File: config.mk
export PLATFORM = sky130hd
export DESIGN_NAME = ctl_reg_bank
export DESIGN_NICKNAME = d
export VERILOG_FILES = /design/src/rtl/ctl_reg_pkg.sv /design/src/rtl/ctl_reg_async.sv /design/src/rtl/ctl_reg_next.sv /design/src/rtl/ctl_reg_bank.sv
export SDC_FILE = /design/constraint.sdc
export NUM_CORES = 1
export LEC_CHECK = 0
export ABC_AREA = 1
export BUFFER_PORTS_ARGS = -buffer_cell sky130_fd_sc_hd__clkbuf_2
export CELL_PAD_IN_SITES_DETAIL_PLACEMENT = 1
export CELL_PAD_IN_SITES_GLOBAL_PLACEMENT = 1
export CORE_MARGIN = 10
export CORE_UTILIZATION = 27
export CTS_CLUSTER_DIAMETER = 200
export DETAILED_ROUTE_END_ITERATION = 10
export GPL_TIMING_DRIVEN = 0
export PLACE_DENSITY_LB_ADDON = 0.1
export SLEW_MARGIN = 10
export SYNTH_ARGS = -nofsm -noshare
export SYNTH_HDL_FRONTEND = slang
export SYNTH_SLANG_ARGS = --single-unit
export TNS_END_PERCENT = 50
File: constraint.sdc
create_clock -name clk_i -period 0.8 [get_ports clk_i]
set_input_delay 0.04 -clock clk_i [delete_from_list [all_inputs] [get_ports clk_i]]
set_output_delay 0.04 -clock clk_i [all_outputs]
set_load 0.02 [all_outputs]
File: src/rtl/ctl_reg_pkg.sv
package ctl_reg_pkg;
  typedef enum logic {
    FF_D = 1'b0,
    FF_T = 1'b1
  } ff_kind_e;
endpackage

File: src/rtl/ctl_reg_async.sv
module ctl_reg_async #(
  parameter int unsigned       WIDTH        = 8,
  parameter bit                ASET_HAS_VAL = 1'b0,
  parameter logic [WIDTH-1:0]  ASET_VAL     = '0
) (
  input  logic             aclr_i,
  input  logic             aset_i,
  input  logic             aload_i,
  input  logic [WIDTH-1:0] d_i,
  output logic             active_o,
  output logic [WIDTH-1:0] val_o
);
  logic [WIDTH-1:0] preset;

  generate
    if (ASET_HAS_VAL) begin : g_const
      assign preset = ASET_VAL;
    end else begin : g_ones
      assign preset = '1;
    end
  endgenerate

  assign active_o = aclr_i | aset_i | aload_i;

  // clear > set > load
  always_comb begin
    if (aclr_i)      val_o = '0;
    else if (aset_i) val_o = preset;
    else             val_o = d_i;
  end
endmodule

File: src/rtl/ctl_reg_next.sv
module ctl_reg_next
  import ctl_reg_pkg::*;
#(
  parameter int unsigned       WIDTH        = 8,
  parameter ff_kind_e          KIND         = FF_D,
  parameter bit                SSET_HAS_VAL = 1'b0,
  parameter logic [WIDTH-1:0]  SSET_VAL     = '0
) (
  input  logic [WIDTH-1:0] q_i,
  input  logic [WIDTH-1:0] d_i,
  input  logic             en_i,
  input  logic             sclr_i,
  input  logic             sset_i,
  input  logic             sload_i,
  output logic [WIDTH-1:0] nxt_o
);
  logic [WIDTH-1:0] preset;
  logic [WIDTH-1:0] plain;

  generate
    if (SSET_HAS_VAL) begin : g_const
      assign preset = SSET_VAL;
    end else begin : g_ones
      assign preset = '1;
    end
    if (KIND == FF_T) begin : g_tff
      assign plain = q_i ^ d_i;
    end else begin : g_dff
      assign plain = d_i;
    end
  endgenerate

  // enable gates everything; clear > set > load > plain
  always_comb begin
    if (!en_i)        nxt_o = q_i;
    else if (sclr_i)  nxt_o = '0;
    else if (sset_i)  nxt_o = preset;
    else if (sload_i) nxt_o = d_i;
    else              nxt_o = plain;
  end
endmodule

File: src/rtl/ctl_reg_bank.sv
module ctl_reg_bank
  import ctl_reg_pkg::*;
#(
  parameter int unsigned       WIDTH        = 8,
  parameter ff_kind_e          KIND         = FF_D,
  parameter bit                ASET_HAS_VAL = 1'b0,
  parameter logic [WIDTH-1:0]  ASET_VAL     = '0,
  parameter bit                SSET_HAS_VAL = 1'b0,
  parameter logic [WIDTH-1:0]  SSET_VAL     = '0
) (
  input  logic             clk_i,
  input  logic             rst_ni,
  input  logic             en_i,
  input  logic [WIDTH-1:0] d_i,
  input  logic             aclr_i,
  input  logic             aset_i,
  input  logic             aload_i,
  input  logic             sclr_i,
  input  logic             sset_i,
  input  logic             sload_i,
  output logic [WIDTH-1:0] q_o
);
  localparam logic [WIDTH-1:0] SSET_EFF = SSET_HAS_VAL ? SSET_VAL : '1;
  localparam logic [WIDTH-1:0] ASET_EFF = ASET_HAS_VAL ? ASET_VAL : '1;

  logic [WIDTH-1:0] q_reg;
  logic [WIDTH-1:0] sync_nxt;
  logic [WIDTH-1:0] async_val;
  logic             async_on;

  ctl_reg_async #(
    .WIDTH(WIDTH), .ASET_HAS_VAL(ASET_HAS_VAL), .ASET_VAL(ASET_VAL)
  ) u_async (
    .aclr_i(aclr_i), .aset_i(aset_i), .aload_i(aload_i), .d_i(d_i),
    .active_o(async_on), .val_o(async_val)
  );

  ctl_reg_next #(
    .WIDTH(WIDTH), .KIND(KIND), .SSET_HAS_VAL(SSET_HAS_VAL), .SSET_VAL(SSET_VAL)
  ) u_next (
    .q_i(q_reg), .d_i(d_i), .en_i(en_i),
    .sclr_i(sclr_i), .sset_i(sset_i), .sload_i(sload_i),
    .nxt_o(sync_nxt)
  );

  // async value captured at the edge so it survives release
  always_ff @(posedge clk_i or negedge rst_ni) begin
    if (!rst_ni)       q_reg <= '0;
    else if (async_on) q_reg <= async_val;
    else               q_reg <= sync_nxt;
  end

  always_comb begin
    if (!rst_ni)       q_o = '0;
    else if (async_on) q_o = async_val;
    else               q_o = q_reg;
  end


  aclr_dom_chk: assert property (@(posedge clk_i) disable iff (!rst_ni)
    aclr_i |-> q_o == '0);

  aset_dom_chk: assert property (@(posedge clk_i) disable iff (!rst_ni)
    (aset_i && !aclr_i) |-> q_o == ASET_EFF);

  aload_chk: assert property (@(posedge clk_i) disable iff (!rst_ni)
    (aload_i && !aset_i && !aclr_i) |-> q_o == d_i);

  async_keep_chk: assert property (@(posedge clk_i) disable iff (!rst_ni)
    (async_on && !en_i) |=> (aclr_i || aset_i || aload_i || q_o == $past(q_o)));

  en_hold_chk: assert property (@(posedge clk_i) disable iff (!rst_ni)
    (!en_i && !async_on) |=> (aclr_i || aset_i || aload_i || q_o == $past(q_o)));

  sclr_dom_chk: assert property (@(posedge clk_i) disable iff (!rst_ni)
    (en_i && sclr_i && !async_on) |=> (aclr_i || aset_i || aload_i || q_o == '0));

  sset_dom_chk: assert property (@(posedge clk_i) disable iff (!rst_ni)
    (en_i && sset_i && !sclr_i && !async_on)
      |=> (aclr_i || aset_i || aload_i || q_o == SSET_EFF));

  sload_chk: assert property (@(posedge clk_i) disable iff (!rst_ni)
    (en_i && sload_i && !sset_i && !sclr_i && !async_on)
      |=> (aclr_i || aset_i || aload_i || q_o == $past(d_i)));

  generate
    if (KIND == FF_T) begin : g_tchk

      toggle_chk: assert property (@(posedge clk_i) disable iff (!rst_ni)
        (en_i && !sclr_i && !sset_i && !sload_i && !async_on)
          |=> (aclr_i || aset_i || aload_i || q_o == ($past(q_o) ^ $past(d_i))));
    end else begin : g_dchk

      dload_chk: assert property (@(posedge clk_i) disable iff (!rst_ni)
        (en_i && !sclr_i && !sset_i && !sload_i && !async_on)
          |=> (aclr_i || aset_i || aload_i || q_o == $past(d_i)));
    end
  endgenerate
endmodule

==> results.txt <==
Result of the run -> finished with violations
Violations in the final reports -> negative setup slack
Number of levels in the clock H-tree -> 1
Max reg flops -> 8
Number of fill cells in the layout -> 291
HPWL after DPL -> 1.80 mm
Slew at the pin with the worst max-slew slack -> 566 ps
Crit path buf inv count -> 1
Area growth from synthesis to layout -> 58.9%
Initial DRC count -> 43
Wire length after detailed routing -> 2.35 mm
Class of the most critical hold timing path -> in2reg
Via count -> 771
EDFF count, synth -> 0
Number of global-route vias before repair -> 810
Count of clock tree sinks -> 8
WHS Path Cells -> 5
Total stage count of the critical path -> 3
Cells after synthesis -> 107
Setup violators final -> 8
Total power -> 1.22 mW
Nature of the critical path startpoint -> flop
Number of I/O pins -> 25
Dominant synthesized flop cell -> dfrtp_1
Final clock skew -> 0 ps
FFs w/ async S/R, synth -> 1.00
# nets final -> 156
Delay contributed by the slowest stage of the critical path -> 350 ps
Diodes inserted -> 0
Peak Freq -> 0.957 GHz
Fin crit period -> 1040 ps
Cell accounting for the most synthesized area -> dfrtp_1
Synthesized area -> 642 um^2
Category of the worst setup path capture point -> output port
Worst flop-to-flop path startpoint -> q_reg[1]$_DFFE_PN0P_
Clock transition at the register clock pins on the worst setup and hold paths after CTS -> 50 ps
WS Path Type -> reg2out
Reg2Reg Depth -> 3
Setup repair after global routing missed its margin -> true
Worst setup margin -> -245 ps
Hold wc startpoint -> d_i[2]
Fraction of layout instances using a drive strength above 1 -> 0.380
Max-slew violations -> 0
Number of synthesis warnings -> 0
Die outline area -> 4730 um^2
Max Cap Violations -> 0
Post-detailed-route wirelength per cell -> 14.2 um
Period utilisation layout -> 1.31
Via count normalized by instance count -> 4.67
Port buffer count -> 22
Cell-by-cell trace of the critical path -> nand2_2 -> a21oi_2 -> clkbuf_8
Post-placement cell area -> 847 um^2
Number of buffers on the longest clock path -> 2
Clock insertion delay at the later pin of the skew report -> 260 ps
Clock tree from TritonCTS -> done
Met1 Track Usage GR -> 0.113
Startpoint of the most critical setup path -> q_reg[4]$_DFFE_PN0P_
Busiest layer in global routing -> met2
Worst slew margin relative to its limit -> 0.622
Syn Area/Cell -> 6.00 um^2
Main area contributors after synthesis -> dfrtp_1 (31%), nand2_1 (23%), nor2_1 (19%)
Row count -> 17
#FFs+latches synth -> 8
Part of the Yosys area used for sequential elements -> 0.312
Count of endpoints failing hold in the final timing report -> 0
Clk Tree Root Cell -> clkbuf_4
Number of distinct library cell variants in the gate-level netlist after synthesis -> 12
Die width -> 68.8 um
Pin count of the biggest net entering global routing -> 11
Power density over the cells -> 1200 nW/um^2
DRC viols -> 0
Crit-path max FO -> 2
Grt ovf -> 0
Master of the slowest instance on the critical path -> dfrtp_1
Wire length of the first global-routing pass -> 3.73 mm
Met2 demand-to-capacity share in global routing -> 0.187
Effective utilization at floorplan -> 0.287
Core Region -> 2230 um^2
DIE HEIGHT -> 68.8 um
Num CTS Buffers -> 3
List of most frequent post-synthesis cells -> nand2_1 (40), nor2_1 (32), a21oi_1 (8), dfrtp_1 (8), o21ai_0 (8)
All-layer global routing usage -> 0.105
Worst IR Drop VDD -> 1.07 mV
Cell family with the largest share of critical-path delay -> flip-flops
Final GP Congestion -> 0.743
Data required, critical path -> 760 ps
Post-detailed-route count of antenna-violating nets -> 0
Leak Pwr -> 0.522 nW
Dominant cell by count in the synthesized netlist -> nand2_1
Crit path arrival time -> 1000 ps
Final design instance area without fill -> 1020 um^2
Drt pass-1 iters -> 2
Initial antenna violation count -> 0
Met3 Use GR -> 0.0403
Yosys top cell area share -> 0.312
Total nets after synthesis -> 124
## placed cells by master, fill, tap and decap left out, drive strengths merged
| cell type | count |
|---|---|
| o21ai | 8 |
| a21oi | 8 |
| inv | 6 |
| clkbuf | 21 |
| nand2 | 41 |
| dfrtp | 8 |
| nor2 | 33 |
| nand3 | 1 |
| dlygate4sd3 | 1 |
| buf | 10 |
## report_power, final
part / switching, mW / internal, mW / total [mW]
clock: 0.140 / 0.172 / 0.311
sequential: 0.0245 / 0.443 / 0.468
combinational: 0.252 / 0.190 / 0.442
total: 0.416 / 0.805 / 1.22
## stage by stage
step / hold WS (ps) / utilization / std cells / TNS [ps] / worst slack (ps)
after floorplan: -256 / - / 107 / -124 / -31.0
after global placement: -97.3 / 0.379 / 157 / -2640 / -290
after detailed placement: -96.1 / 0.379 / 157 / -2990 / -300
after CTS: 190 / 0.436 / 162 / -1710 / -223
after global routing: 243 / 0.457 / 165 / -2100 / -312
final: 185 / 0.457 / 165 / -1660 / -245
## routing by layer
| layer | up-vias | share of wire |
|---|---|---|
| met4 | 0 | 0.013 |
| met2 | 16 | 0.52 |
| met3 | 4 | 0.059 |
| met1 | 354 | 0.40 |
| li1 | 397 | - |
| met5 | - | 0 |
## tightest hold or removal path, stage by stage
cell	delay [ps]
clkbuf_2	90
o21ai_0	70
nor2_1	90
nor2_1	50
nor2_1	70
## cell type report
type                            instances  area, um^2  share of cell area
Multi-Input combinational cell         91         484               0.475
Timing Repair Buffer                   27         225               0.221
Sequential cell                         8         200               0.196
Tap cell                               28        35.0              0.0344
Inverter                                6        30.0              0.0294
Clock buffer                            3        22.5              0.0221
Buffer                                  2        22.5              0.0221
## what timing repair did
| item | CTS | global route |
|---|---|---|
| pin swaps | 1 | 3 |
| gates resized for setup | 22 | 10 |
| setup endpoints to repair | 8 | 8 |
| hold buffers | 1 | 0 |
| hold endpoints to repair | 8 | 0 |
| buffers inserted | 1 | 3 |
## kinds of logic after synthesis
logic type / synth area share
buffers and inverters: 0.0741
AO/OA/AOI/OAI: 0.125
AND/OR/NAND/NOR: 0.489
flip-flops: 0.312
## path summary, 6_finish.rpt
check	to	slack (ps)
max	q_o[4]	-240
min	q_reg[2]$_DFFE_PN0P_	180
max reg2reg	q_reg[1]$_DFFE_PN0P_	20
min reg2reg	q_reg[5]$_DFFE_PN0P_	510
max in group asynchronous	q_reg[5]$_DFFE_PN0P_	280
min in group asynchronous	q_reg[2]$_DFFE_PN0P_	250
Power figures use the tool's default switching activity.
